`config.mk`:
```
export PLATFORM = sky130hd
export DESIGN_NAME = adc_scan_seq
export DESIGN_NICKNAME = d
export VERILOG_FILES = /design/src/rtl/adc_scan_pkg.sv /design/src/rtl/adc_scan_retrig.sv /design/src/rtl/adc_scan_index.sv /design/src/rtl/adc_scan_fsm.sv /design/src/rtl/adc_scan_seq.sv
export SDC_FILE = /design/constraint.sdc
export NUM_CORES = 1
export LEC_CHECK = 0
export ABC_AREA = 1
export CAP_MARGIN = 5
export CORE_MARGIN = 3
export CORE_UTILIZATION = 55
export DETAILED_ROUTE_END_ITERATION = 12
export DONT_BUFFER_PORTS = 1
export PLACE_DENSITY = 0.77
export SETUP_SLACK_MARGIN = 0.3
export SLEW_MARGIN = 20
export SYNTH_ARGS = -nofsm -noshare
export SYNTH_HDL_FRONTEND = slang
export SYNTH_SLANG_ARGS = --single-unit
export TNS_END_PERCENT = 1
```
`constraint.sdc`:
```
create_clock -name clk -period 3.32 [get_ports clk]
set_input_delay 0 -clock clk [delete_from_list [all_inputs] [get_ports clk]]
set_output_delay 0 -clock clk [all_outputs]
set_load 0.01 [all_outputs]
```
`src/rtl/adc_scan_pkg.sv`:
```
package adc_scan_pkg;

  localparam int unsigned LIST_MAX = 1024;
  localparam int unsigned SCAN_MAX = 256;
  localparam int unsigned TMR_W    = 24;

  typedef enum logic [1:0] {
    SEQ_IDLE = 2'd0,
    SEQ_SCAN = 2'd1,
    SEQ_HOLD = 2'd2
  } seq_state_e;

endpackage

```
`src/rtl/adc_scan_retrig.sv`:
```
module adc_scan_retrig #(
  parameter int unsigned CNT_W = 24
) (
  input  logic             clk,
  input  logic             rst_n,
  input  logic             load,
  input  logic             run_en,
  input  logic [CNT_W-1:0] period,
  output logic             fire
);

  logic [CNT_W-1:0] reload_val;
  logic [CNT_W-1:0] cnt_q;
  logic [CNT_W-1:0] cnt_d;
  logic             cnt_en;

  // a period of zero behaves as one cycle
  assign reload_val = (period == '0) ? '0 : period - CNT_W'(1);

  assign fire = run_en && (cnt_q == '0);

  always_comb begin
    cnt_en = 1'b0;
    cnt_d  = cnt_q;
    if (load) begin
      cnt_en = 1'b1;
      cnt_d  = reload_val;
    end else if (run_en) begin
      cnt_en = 1'b1;
      if (cnt_q == '0) cnt_d = reload_val;
      else             cnt_d = cnt_q - CNT_W'(1);
    end
  end

  always_ff @(posedge clk or negedge rst_n) begin
    if (!rst_n)      cnt_q <= '0;
    else if (cnt_en) cnt_q <= cnt_d;
  end

endmodule

```
`src/rtl/adc_scan_index.sv`:
```
module adc_scan_index #(
  parameter int unsigned IDX_W = 10,
  parameter int unsigned LEN_W = 11,
  parameter int unsigned SCN_W = 9,
  parameter int unsigned LEN_MAX = 1024,
  parameter int unsigned SCN_MAX = 256
) (
  input  logic             clk,
  input  logic             rst_n,
  input  logic             clr,
  input  logic             adv,
  input  logic [LEN_W-1:0] list_len,
  input  logic [SCN_W-1:0] scans,
  output logic [IDX_W-1:0] idx,
  output logic             last_entry,
  output logic             burst_end
);

  logic [LEN_W-1:0] len_eff;
  logic [SCN_W-1:0] scn_eff;
  logic [IDX_W-1:0] idx_q,  idx_d;
  logic [SCN_W-1:0] scn_q,  scn_d;
  logic             upd_en;
  logic             last_scan;

  always_comb begin
    if (list_len == '0)                     len_eff = LEN_W'(1);
    else if (list_len > LEN_W'(LEN_MAX))    len_eff = LEN_W'(LEN_MAX);
    else                                    len_eff = list_len;
    if (scans == '0)                        scn_eff = SCN_W'(1);
    else if (scans > SCN_W'(SCN_MAX))       scn_eff = SCN_W'(SCN_MAX);
    else                                    scn_eff = scans;
  end

  assign last_entry = ({1'b0, idx_q} == {1'b0, len_eff - LEN_W'(1)});
  assign last_scan  = (scn_q == scn_eff - SCN_W'(1));
  assign burst_end  = last_entry && last_scan;
  assign idx        = idx_q;

  always_comb begin
    upd_en = clr || adv;
    idx_d  = idx_q;
    scn_d  = scn_q;
    if (clr) begin
      idx_d = '0;
      scn_d = '0;
    end else if (adv) begin
      if (last_entry) begin
        idx_d = '0;
        scn_d = last_scan ? '0 : scn_q + SCN_W'(1);
      end else begin
        idx_d = idx_q + IDX_W'(1);
      end
    end
  end

  always_ff @(posedge clk or negedge rst_n) begin
    if (!rst_n) begin
      idx_q <= '0;
      scn_q <= '0;
    end else if (upd_en) begin
      idx_q <= idx_d;
      scn_q <= scn_d;
    end
  end

endmodule

```
`src/rtl/adc_scan_fsm.sv`:
```
module adc_scan_fsm
  import adc_scan_pkg::*;
#(
  parameter int unsigned TOT_W = 32
) (
  input  logic             clk,
  input  logic             rst_n,
  input  logic             smp_tick,
  input  logic             start_trig,
  input  logic             stop_req,
  input  logic             burst_mode,
  input  logic [TOT_W-1:0] total_samples,
  input  logic             tmr_fire,
  input  logic             burst_end,
  output logic             conv_strobe,
  output logic             seq_clr,
  output logic             tmr_load,
  output logic             tmr_run,
  output logic             done,
  output logic             trig_wait,
  output logic             overrun
);

  seq_state_e       st_q, st_d;
  logic [TOT_W-1:0] cnt_q, cnt_d;
  logic             cnt_en;
  logic             ovr_q, ovr_d;
  logic             done_q;
  logic             accept;
  logic             hit_total;
  logic             finish;
  logic             last_of_burst;

  assign conv_strobe   = (st_q == SEQ_SCAN) && smp_tick && !stop_req;
  assign accept        = (st_q == SEQ_IDLE) && start_trig && !stop_req;
  assign hit_total     = conv_strobe && (total_samples != '0) &&
                         (cnt_q + TOT_W'(1) == total_samples);
  assign finish        = (st_q != SEQ_IDLE) && (stop_req || hit_total);
  assign last_of_burst = burst_mode && conv_strobe && burst_end;

  assign seq_clr   = accept || finish;
  assign tmr_load  = accept;
  assign tmr_run   = burst_mode && (st_q != SEQ_IDLE);
  assign trig_wait = (st_q != SEQ_SCAN);
  assign done      = done_q;
  assign overrun   = ovr_q;

  always_comb begin
    st_d = st_q;
    unique case (st_q)
      SEQ_IDLE: if (accept) st_d = SEQ_SCAN;
      SEQ_SCAN: begin
        if (finish)                         st_d = SEQ_IDLE;
        else if (last_of_burst && !tmr_fire) st_d = SEQ_HOLD;
      end
      SEQ_HOLD: begin
        if (finish)        st_d = SEQ_IDLE;
        else if (tmr_fire) st_d = SEQ_SCAN;
      end
      default: st_d = SEQ_IDLE;
    endcase
  end

  always_comb begin
    cnt_en = 1'b0;
    cnt_d  = cnt_q;
    if (seq_clr) begin
      cnt_en = 1'b1;
      cnt_d  = '0;
    end else if (conv_strobe) begin
      cnt_en = 1'b1;
      cnt_d  = cnt_q + TOT_W'(1);
    end
  end

  always_comb begin
    ovr_d = ovr_q;
    if (accept)
      ovr_d = 1'b0;
    else if ((st_q == SEQ_SCAN) && burst_mode && tmr_fire &&
             !last_of_burst && !finish)
      ovr_d = 1'b1;
  end

  always_ff @(posedge clk or negedge rst_n) begin
    if (!rst_n) begin
      st_q   <= SEQ_IDLE;
      ovr_q  <= 1'b0;
      done_q <= 1'b0;
    end else begin
      st_q   <= st_d;
      ovr_q  <= ovr_d;
      done_q <= finish;
    end
  end

  always_ff @(posedge clk or negedge rst_n) begin
    if (!rst_n)      cnt_q <= '0;
    else if (cnt_en) cnt_q <= cnt_d;
  end

endmodule

```
`src/rtl/adc_scan_seq.sv`:
```
module adc_scan_seq
  import adc_scan_pkg::*;
#(
  parameter int unsigned LEN_MAX = LIST_MAX,
  parameter int unsigned SCN_MAX = SCAN_MAX,
  parameter int unsigned PER_W   = TMR_W,
  parameter int unsigned TOT_W   = 32,
  localparam int unsigned IDX_W  = $clog2(LEN_MAX),
  localparam int unsigned LEN_W  = $clog2(LEN_MAX + 1),
  localparam int unsigned SCN_W  = $clog2(SCN_MAX + 1)
) (
  input  logic             clk,
  input  logic             rst_n,
  input  logic             smp_tick,
  input  logic             start_trig,
  input  logic             stop_req,
  input  logic             burst_mode,
  input  logic [LEN_W-1:0] list_len,
  input  logic [SCN_W-1:0] scans_per_trig,
  input  logic [PER_W-1:0] retrig_period,
  input  logic [TOT_W-1:0] total_samples,
  output logic [IDX_W-1:0] list_idx,
  output logic             conv_strobe,
  output logic             done,
  output logic             trig_wait,
  output logic             overrun
);

  logic [1:0] rst_sync_q;
  logic       rst_core_n;
  logic       seq_clr;
  logic       tmr_load;
  logic       tmr_run;
  logic       tmr_fire;
  logic       last_entry;
  logic       burst_end;
  logic       strobe_int;

  // asynchronous assertion, synchronous release
  always_ff @(posedge clk or negedge rst_n) begin
    if (!rst_n) rst_sync_q <= 2'b00;
    else        rst_sync_q <= {rst_sync_q[0], 1'b1};
  end
  assign rst_core_n = rst_sync_q[1];

  adc_scan_fsm #(.TOT_W(TOT_W)) u_fsm (
    .clk           (clk),
    .rst_n         (rst_core_n),
    .smp_tick      (smp_tick),
    .start_trig    (start_trig),
    .stop_req      (stop_req),
    .burst_mode    (burst_mode),
    .total_samples (total_samples),
    .tmr_fire      (tmr_fire),
    .burst_end     (burst_end),
    .conv_strobe   (strobe_int),
    .seq_clr       (seq_clr),
    .tmr_load      (tmr_load),
    .tmr_run       (tmr_run),
    .done          (done),
    .trig_wait     (trig_wait),
    .overrun       (overrun)
  );

  adc_scan_index #(
    .IDX_W   (IDX_W),
    .LEN_W   (LEN_W),
    .SCN_W   (SCN_W),
    .LEN_MAX (LEN_MAX),
    .SCN_MAX (SCN_MAX)
  ) u_index (
    .clk        (clk),
    .rst_n      (rst_core_n),
    .clr        (seq_clr),
    .adv        (strobe_int),
    .list_len   (list_len),
    .scans      (scans_per_trig),
    .idx        (list_idx),
    .last_entry (last_entry),
    .burst_end  (burst_end)
  );

  adc_scan_retrig #(.CNT_W(PER_W)) u_retrig (
    .clk    (clk),
    .rst_n  (rst_core_n),
    .load   (tmr_load),
    .run_en (tmr_run),
    .period (retrig_period),
    .fire   (tmr_fire)
  );

  assign conv_strobe = strobe_int;

  // last_entry is also decoded inside the index block for burst_end
  logic unused_ok;
  assign unused_ok = last_entry;

endmodule

```
### Word level (Yosys, flattened, before mapping)

Index checks and enable logic that the tools add are counted.

* add/sub/neg operators: 7
* $lt $le $gt $ge: 2
* eq/ne operators: 9
* muxes and demuxes: 29
* reduce and logical (&&, ||, !) cells: 40

Operator list (count)
* $mux 24: 4
* $mux 32: 2
* $mux 9: 6
* $logic_not 24->1: 2
* $sub 24x1->24 const B: 2
* $add 32x1->32 const B: 1
* $eq 32x32->1: 1
* $reduce_bool 32->1: 1
* $mux 10: 3
* $mux 11: 2
* $logic_and 1x1->1: 17
* $eq 10x11->1: 1
* $gt 11x11->1 const B: 1
* $logic_not 11->1: 1
* $sub 11x1->11 const B: 1
* $add 10x1->10 const B: 1
* $mux 2: 5
* $reduce_bool 2->1: 5
* $add 9x1->9 const B: 1
* $eq 9x9->1: 1
* $gt 9x9->1 const B: 1
* $logic_not 9->1: 1
* $sub 9x1->9 const B: 1
* $mux 1: 6
* other kinds (11): 20

* flip-flop bits (word level): 81
* bits of input ports: 82
* output and inout port bits: 14
* logic and storage cells: 95

### Depth between registers and ports, before layout

Gate-level depths: netlist (run 1).

* word-level depth: 12
* mapped depth: 22
* gate-level depth less buffers: 22

### Cells and area by module

Synthesis (run 1) repeated with hierarchy kept, for this count alone.

* cells, all modules: 1377
* area total of the unflattened synthesis: 8065.2 um^2

Modules (own cells, without submodules)
* adc_scan_fsm: times used 1, cells each 586, area each 3330.7 um^2, seq. area each 900.9 um^2
* adc_scan_retrig: times used 1, cells each 469, area each 2687.6 um^2, seq. area each 600.6 um^2
* adc_scan_index: times used 1, cells each 319, area each 1993.2 um^2, seq. area each 475.5 um^2
* adc_scan_seq: times used 1, cells each 3, area each 53.8 um^2, seq. area each 50.0 um^2

### Worst setup path before layout (run 1)

Ideal clock, no wire load.

* path kind: reg2reg
* start point: register u_fsm.cnt_q[0]
* end point: register u_fsm.cnt_q[14]
* setup time: 0.153 ns
* data arrival time: 2.276 ns
* data required time: 3.167 ns
* path slack: 0.891 ns
* cell stages (with the launch flop): 21
* path buffers: 2
* clock period less this slack: 2.429 ns
* cells stage by stage: dfrtp_1 > ha_1 > nand2_1 > nor2_2 > nand2_1 > nor2_1 > nand2_1 > nand2_1 > nand2_1 > nand2_1 > nand3_1 > nor2_1 > nand2_1 > nor2_1 > nand2_1 > nand2_1 > nand2_2 > nand2_2 > buf_6 > buf_6 > a211oi_2

* cells in the longest elaborated chain, start to end: 8
* elaborated cells between the ends (all ways): 11
* those cells by class: add/sub (1); eq/ne (1); mux (3); reduce/logical (6)

RTL lines
* start: declaration: RTL line adc_scan_fsm.sv:25 `logic [TOT_W-1:0] cnt_q, cnt_d;`
* start signal: assignment: RTL line adc_scan_fsm.sv:99 `else if (cnt_en) cnt_q <= cnt_d;`
* $add 32x1->32 *: RTL line adc_scan_fsm.sv:37, adc_scan_fsm.sv:72
* $eq 32x32->1: RTL line adc_scan_fsm.sv:37 `(cnt_q + TOT_W'(1) == total_samples);`
* $logic_and 1x1->1: RTL line adc_scan_fsm.sv:36 `assign hit_total = conv_strobe && (total_samples != '0) &&`
* $logic_or 1x1->1: RTL line adc_scan_fsm.sv:38 `assign finish = (st_q != SEQ_IDLE) && (stop_req || hit_total);`
* $logic_and 1x1->1: RTL line adc_scan_fsm.sv:38
* $logic_or 1x1->1: RTL line adc_scan_fsm.sv:41 `assign seq_clr = accept || finish;`
* $reduce_bool 2->1 (no line) or $mux 1 (tied branches)
* $reduce_and 2->1 (no line)

Mark *: on every way between the ends. The rest lies on a longest branch, timed or not. The select of a mux whose other input is x is not followed.
A chain may end at the register's enable or synchronous reset.

### Worst setup path after layout (run 1)

* start point: register u_fsm.cnt_q[0]
* end point: register u_fsm.cnt_q[8]

Same word-level chain as after synthesis.

==> flow_summary.yaml, run 1 <==
timing:
  period_minus_slack_ps: 2830
  final-setup-viol-count: 0
  drv_slew: 0
  rsz0062_at_grt: "true"
  fin_crit_sh: 0.854
  slew_headroom: 0.590
  worst_pin_slew_ps: 610
  hold_violations: 0
  fin_ws_ps: 486
  fmax_mhz: 353
  skew_ps: 8.25
  finalSetupTns_ps: 0
grt:
  grt_overflow: 0
  first_global_vias: 7310
  grt_max_degree: 80
  globalRouteTotalUtil: 0.283
  antenna_found_initial: 0
  grt_pass1_wl_microns: 34200
pwr:
  design_power_total_mw: 4.68
  pwr_density_cell_nw_per_um2: 559
  vdd_drop_max_mv: 0.324
  leakage_nw: 3.87
drt:
  drc: 0
  drt_iter0_markers: 682
  postRouteAntennaNets: 0
  vias_per_cell: 5.50
  wl_per_cell_microns: 14.7
  firstDrtPassIters: 9
  drt-total-wl_microns: 21000
  num_vias: 7870
cts:
  clk_latency_ps: 350
  h-tree-depth: 3
  clock_tree.root_cell: "clkbuf_16"
  cts_made_buffers: 9
  cts_tree: "built"
  clkTransAtPathRegs_ps: 60
  cts.sinks: 81
  clockBufferDepth: 2
yosys:
  ys_seq_elements: 81
  synth.largest_area_cell: "dfrtp_1"
  yosys.cell_types.count: 47
  synth_cells: 1230
  async_flop_share: 1.00
  synth_edf_count: 0
  synth_compound_area_frac: 0.117
  avgSynthCellArea_sq_um: 6.12
  syn_area_sq_um: 7520
  synthMuxAreaShare: 0
  synth_top_family_by_area: "simple AND/OR/NAND/NOR gates"
  synth_commonest_cells: "nand2_1, nor2_1, inv_1, nand3_1, dfrtp_1"
  ys_warn_count: 0
  ys_seq_area_frac: 0.269
  synth_xor_area_frac: 0.0851
  ys.flop_type: "dfrtp_1"
  yosysMostFrequentCell: "nand2_1"
  synth_area_leaders: "dfrtp_1, nand2_1, nor2_1"
  syn-num-nets: 1320
  synth-simple-area-share: 0.420
  yosys.area_share.adder: 0.0133
  synth.top_cell.area_share: 0.269
cells_and_area:
  nets: 1340
  fin_cells: 1431
  fill_cells: 1248
  fin_util: 0.629
  area_delta_synth_final_pct: 11.2
  multi_input_area_sq_um: 4900
  ff_latch_area_sq_um: 2040
  diodes: 0
  drive_above_1_share: 0.0789
placement:
  numPortBuffers: 0
  gp_congestion: 1.02
  dp_cells: 1395
  place_ws_ps: 174
  dpl.hpwl_microns: 16000
worst_setup_path:
  cp-end-kind: "flip-flop"
  cp-start-kind: "flip-flop"
  crit_type: "flip-flop to flip-flop"
  reg2regPathDepth: 17
  required_ps: 3520
  cp_max_fo: 12
  cp.arrival_ps: 3030
floorplanning:
  die_h_microns: 123
  die_x_microns: 123
  initial_utilization: 0.566
  rows: 42
  dieArea_sq_um: 15100
  core_sq_um: 13300
  ioPinCount: 96
outcome:
  status: "completed"
hold_path:
  min_path_type: "input port to flip-flop"
  hold_path_depth: 4
flow_run:
  cap_violations: 0
[worst paths after layout]
check | startpoint | endpoint | slack (ps)
max reg2reg | u_fsm.cnt_q[0]$_DFFE_PN0P_ | u_fsm.cnt_q[8]$_DFFE_PN0P_ | 490
max in group asynchronous | rst_sync_q[1]$_DFF_PN0_ | u_fsm.cnt_q[10]$_DFFE_PN0P_ | 2480
min in group asynchronous | rst_sync_q[1]$_DFF_PN0_ | u_index.idx[7]$_DFFE_PN0P_ | 230
min reg2reg | rst_sync_q[1]$_DFF_PN0_ | u_index.idx[7]$_DFFE_PN0P_ | 230
max | u_fsm.cnt_q[0]$_DFFE_PN0P_ | u_fsm.cnt_q[8]$_DFFE_PN0P_ | 490
min | retrig_period[3] | u_retrig.cnt_q[5]$_DFFE_PN0P_ | 9
[final cells by class]
| class | instances | area share |
|---|---|---|
| multi-input combinational | 968 | 0.586 |
| sequential | 81 | 0.244 |
| inverter | 161 | 0.0722 |
| timing repair buffer | 29 | 0.0386 |
| clock buffer | 12 | 0.0295 |
| tap | 176 | 0.0263 |
| clock inverter | 4 | 0.00344 |
[cell families (layout without fill, tap and decap cells)]
kind of cell / Yosys count / after routing
DFF: 81 / 81
other: 1 / 1
AOI/OAI and AO/OA: 124 / 124
and+or+nand+nor: 765 / 765
xor gates and xnor gates: 70 / 70
buffers and inverters: 181 / 206
adders and majority gates: 8 / 8
[layer usage]
metal	share of wire	up-vias	global-route usage
met2	0.48	303	0.481
met5	0	-	0
met3	0.070	62	0.0622
li1	-	3971	-
met4	0.043	0	0.119
met1	0.40	3534	0.345
[state kept, by name, indices dropped and copies added, names as in the netlist]
signal and flops:
u_fsm.overrun 1, u_index.idx 10, u_fsm.st_q 2, u_retrig.cnt_q 24, rst_sync_q 2, u_fsm.cnt_q 32, u_index.scn_q 9, u_fsm.done 1
[what timing repair did]
action	CTS	global route
buffers inserted	0	6
gates resized for setup	4	31
gates cloned	0	1
setup endpoints to repair	45	54
pin swaps	0	3
hold buffers	12	0
hold endpoints to repair	12	0
[worst max-delay path, cell delays in order (launching register included)]
cell and delay, ps:
dfrtp_2 430, ha_4 180, nand3_2 180, nor2_4 220
nand3_1 180, inv_1 90, nand2_1 90, xnor3_1 190
nor2_1 120, nand2_1 100, nor2_1 110, nand2_1 110
nand2_2 110, nand2_4 90, nand2_4 130, buf_4 150
buf_12 140, a211oi_1 50
[stage by stage]
stage / hold slack (ps) / instance area [sq um]
after global routing: 38.8 / 8370
after floorplan: -296 / 7520
final: 8.60 / 8370
after global placement: -296 / 7740
after CTS: 2.55 / 8160
after detailed placement: -296 / 7740
[where the power goes]
part | internal (mW) | switching, mW | total [mW]
registers | 1.29 | 0.399 | 1.69
logic | 0.814 | 1.23 | 2.04
clock network | 0.528 | 0.414 | 0.942
[placed cells by master (no fill, tap or decap), types with 13 or more instances in the layout]
cell type,Yosys,layout
nand2_1,375,371
xor2_1,49,49
inv_1,153,152
xnor2_1,19,19
nor2_1,219,211
nand4_1,16,16
dfrtp_1,81,74
nor3_1,13,13
o21ai_0,31,30
a21oi_1,32,32
a211oi_2,19,19
nand3_1,111,108
Power figures use the tool's default switching activity.
==> run 2: changes to the inputs <==
--- a/config.mk
+++ b/config.mk
@@ -11,10 +11,10 @@
 export CORE_UTILIZATION = 55
 export DETAILED_ROUTE_END_ITERATION = 12
 export DONT_BUFFER_PORTS = 1
-export PLACE_DENSITY = 0.77
+export PLACE_DENSITY = 0.74
 export SETUP_SLACK_MARGIN = 0.3
-export SLEW_MARGIN = 20
 export SYNTH_ARGS = -nofsm -noshare
 export SYNTH_HDL_FRONTEND = slang
+export SYNTH_HIERARCHICAL = 1
 export SYNTH_SLANG_ARGS = --single-unit
 export TNS_END_PERCENT = 1
==> flow_summary.yaml, run 2 <==
cts:
  cts_tree: "built"
  h-tree-depth: 3
  cts.sinks: 81
  clockBufferDepth: 2
  clock_tree.root_cell: "clkbuf_16"
  clkTransAtPathRegs_ps: 70
  cts_made_buffers: 9
  clk_latency_ps: 350
pwr:
  vdd_drop_max_mv: 0.519
  design_power_total_mw: 5.23
  pwr_density_cell_nw_per_um2: 578
  leakage_nw: 4.47
drt:
  firstDrtPassIters: 5
  wl_per_cell_microns: 14.5
  num_vias: 8717
  drc: 0
  vias_per_cell: 5.46
  postRouteAntennaNets: 0
  drt-total-wl_microns: 23100
  drt_iter0_markers: 730
timing:
  hold_violations: 0
  fin_crit_sh: 0.974
  drv_slew: 0
  final-setup-viol-count: 0
  slew_headroom: 0.290
  rsz0062_at_grt: "true"
  period_minus_slack_ps: 3230
  fmax_mhz: 309
  skew_ps: 7.19
  fin_ws_ps: 86.2
  worst_pin_slew_ps: 1060
yosys:
  syn_area_sq_um: 8060
  ys_warn_count: 6
  syn-num-nets: 1467
  avgSynthCellArea_sq_um: 5.86
  synth_cells: 1376
worst_setup_path:
  crit_type: "flip-flop to flip-flop"
  critPathBufInv: 2
  path_common_cell: "nand2_1"
  cp_top_family: "simple AND/OR/NAND/NOR gates"
  cp_cell_sequence: "ha_4 > nand2_4 > nor2_4 > buf_6 > nand4_1 > nand2_1 > nand2_1 > nand2_1 > nand2_1 > nor2_1 > nand3_1 > nor2_2 > nand3_2 > nand2_2 > nand2_4 > nand2_4 > nor2_4 > nor3_2 > inv_1 > nor2_2 > nand3_2 > nor3_4 > xnor2_1 > a21oi_1"
  required_ps: 3560
  cp_slowest_stage_delay_ps: 440
  cp-start-kind: "flip-flop"
  crit_slowest_cell: "dfrtp_1"
  cp.arrival_ps: 3470
  worst_r2r_startpoint: "u_fsm/cnt_q[0]$_DFFE_PN0P_"
  cp_max_fo: 7
  cp-end-kind: "flip-flop"
  crit_start: "u_fsm/cnt_q[0]$_DFFE_PN0P_"
cells_and_area:
  top_register: "u_fsm/cnt_q"
  finalInstanceArea_sq_um: 9050
  mostFrequentLayoutCells: "nand2_1, nor2_1, nand3_1"
  area_delta_synth_final_pct: 12.2
  layout_commonest_cell: "nand2_1"
  drive_above_1_share: 0.100
  diodes: 0
  nets: 1502
  largest_reg_flops: 32
grt:
  grt_pass1_wl_microns: 38300
  grt_overflow: 0
  first_global_vias: 8090
  grt_max_degree: 80
  globalRouteTotalUtil: 0.288
  antenna_found_initial: 0
floorplanning:
  dieArea_sq_um: 16100
  core_sq_um: 14100
  die_h_microns: 127
  ioPinCount: 96
  die_x_microns: 127
  rows: 43
  initial_utilization: 0.572
hold_path:
  min_path_type: "input port to flip-flop"
  hp-start: "retrig_period[7]"
outcome:
  status: "completed"
flow_run:
  cap_violations: 0
placement:
  dpl.hpwl_microns: 17200
  numPortBuffers: 0
  dpl_cell_area_sq_um: 8260
  gp_congestion: 0.988
  place_ws_ps: -8.48
run 2: cell types whose count changed in the layout (fill, tap and decap cells not counted), sizes merged, moves of 12 or more:
cell    before  now
buf         16   28
a21oi       32   16
nand4       16   28
nor2       227  285
nand2      379  461
nand3      112  160
o21ai       35   65
a211oi      31    1
run 2: timing repair:
action / in CTS / in global routing
pin swaps: 5 / 22
endpoints found under the setup margin: 15 / 48
hold buffers: 18 / 0
resized for setup: 18 / 30
hold endpoints to repair: 16 / 0
setup buffers: 3 / 10
cloned: 1 / 0
run 2: worst paths after layout:
check	endpoint	slack [ps]	cells after the start
hold reg to reg	rst_sync_q[1]$_DFF_PN0_	360	0
setup / recovery	u_index/idx[8]$_DFFE_PN0P_	90	24
hold / removal	u_retrig/cnt_q[7]$_DFFE_PN0P_	3	5
setup reg to reg	u_index/idx[8]$_DFFE_PN0P_	90	24
max in group asynchronous	u_fsm/cnt_q[11]$_DFFE_PN0P_	2040	0
min in group asynchronous	rst_sync_q[1]$_DFF_PN0_	410	2
run 2: per-stage QoR:
step	utilization	TNS [ps]	cells	hold WS, ps
2_1_floorplan	-	0	1376	-296
3_3_place_gp	0.586	-0.184	1548	-296
3_5_place_dp	0.586	-8.48	1548	-296
4_1_cts	0.629	0	1586	7.86
5_1_grt	0.642	-75.5	1596	21.8
6_report	0.642	0	1596	3.35
run 2: worst reg2reg max path, cell delays in order (launching register included):
cell and delay [ps]:
dfrtp_1 440, ha_4 180, nand2_4 60, nor2_4 250, buf_6 140, nand4_1 130, nand2_1 130, nand2_1 60
nand2_1 50, nand2_1 50, nor2_1 130, nand3_1 130, nor2_2 140, nand3_2 120, nand2_2 120, nand2_4 70
nand2_4 70, nor2_4 40, nor3_2 90, inv_1 80, nor2_2 150, nand3_2 120, nor3_4 190, xnor2_1 130
a21oi_1 50
run 2: layout make-up:
cell class | count | area [sq um]
Clock inverter | 7 | 101
Multi-Input combinational cell | 1120 | 5470
Fill cell | 1405 | 5050
Sequential cell | 81 | 2030
Clock buffer | 9 | 225
Tap cell | 180 | 225
Timing Repair Buffer | 46 | 408
Inverter | 153 | 584
run 2: per-layer routing:
layer | share of wire | wire length (microns) | track usage | vias to the layer above
li1 | - | - | - | 4424
met1 | 0.44 | 10100 | 0.378 | 3950
met2 | 0.48 | 11100 | 0.485 | 288
met3 | 0.052 | 1200 | 0.0397 | 55
met4 | 0.031 | 714 | 0.106 | 0
met5 | 0 | 0 | 0 | -
run 2: power by group:
part,leakage (nW),switching (mW),internal [mW]
clock network,0.153,0.442,0.665
registers,1.05,0.462,1.32
logic,3.27,1.48,0.861
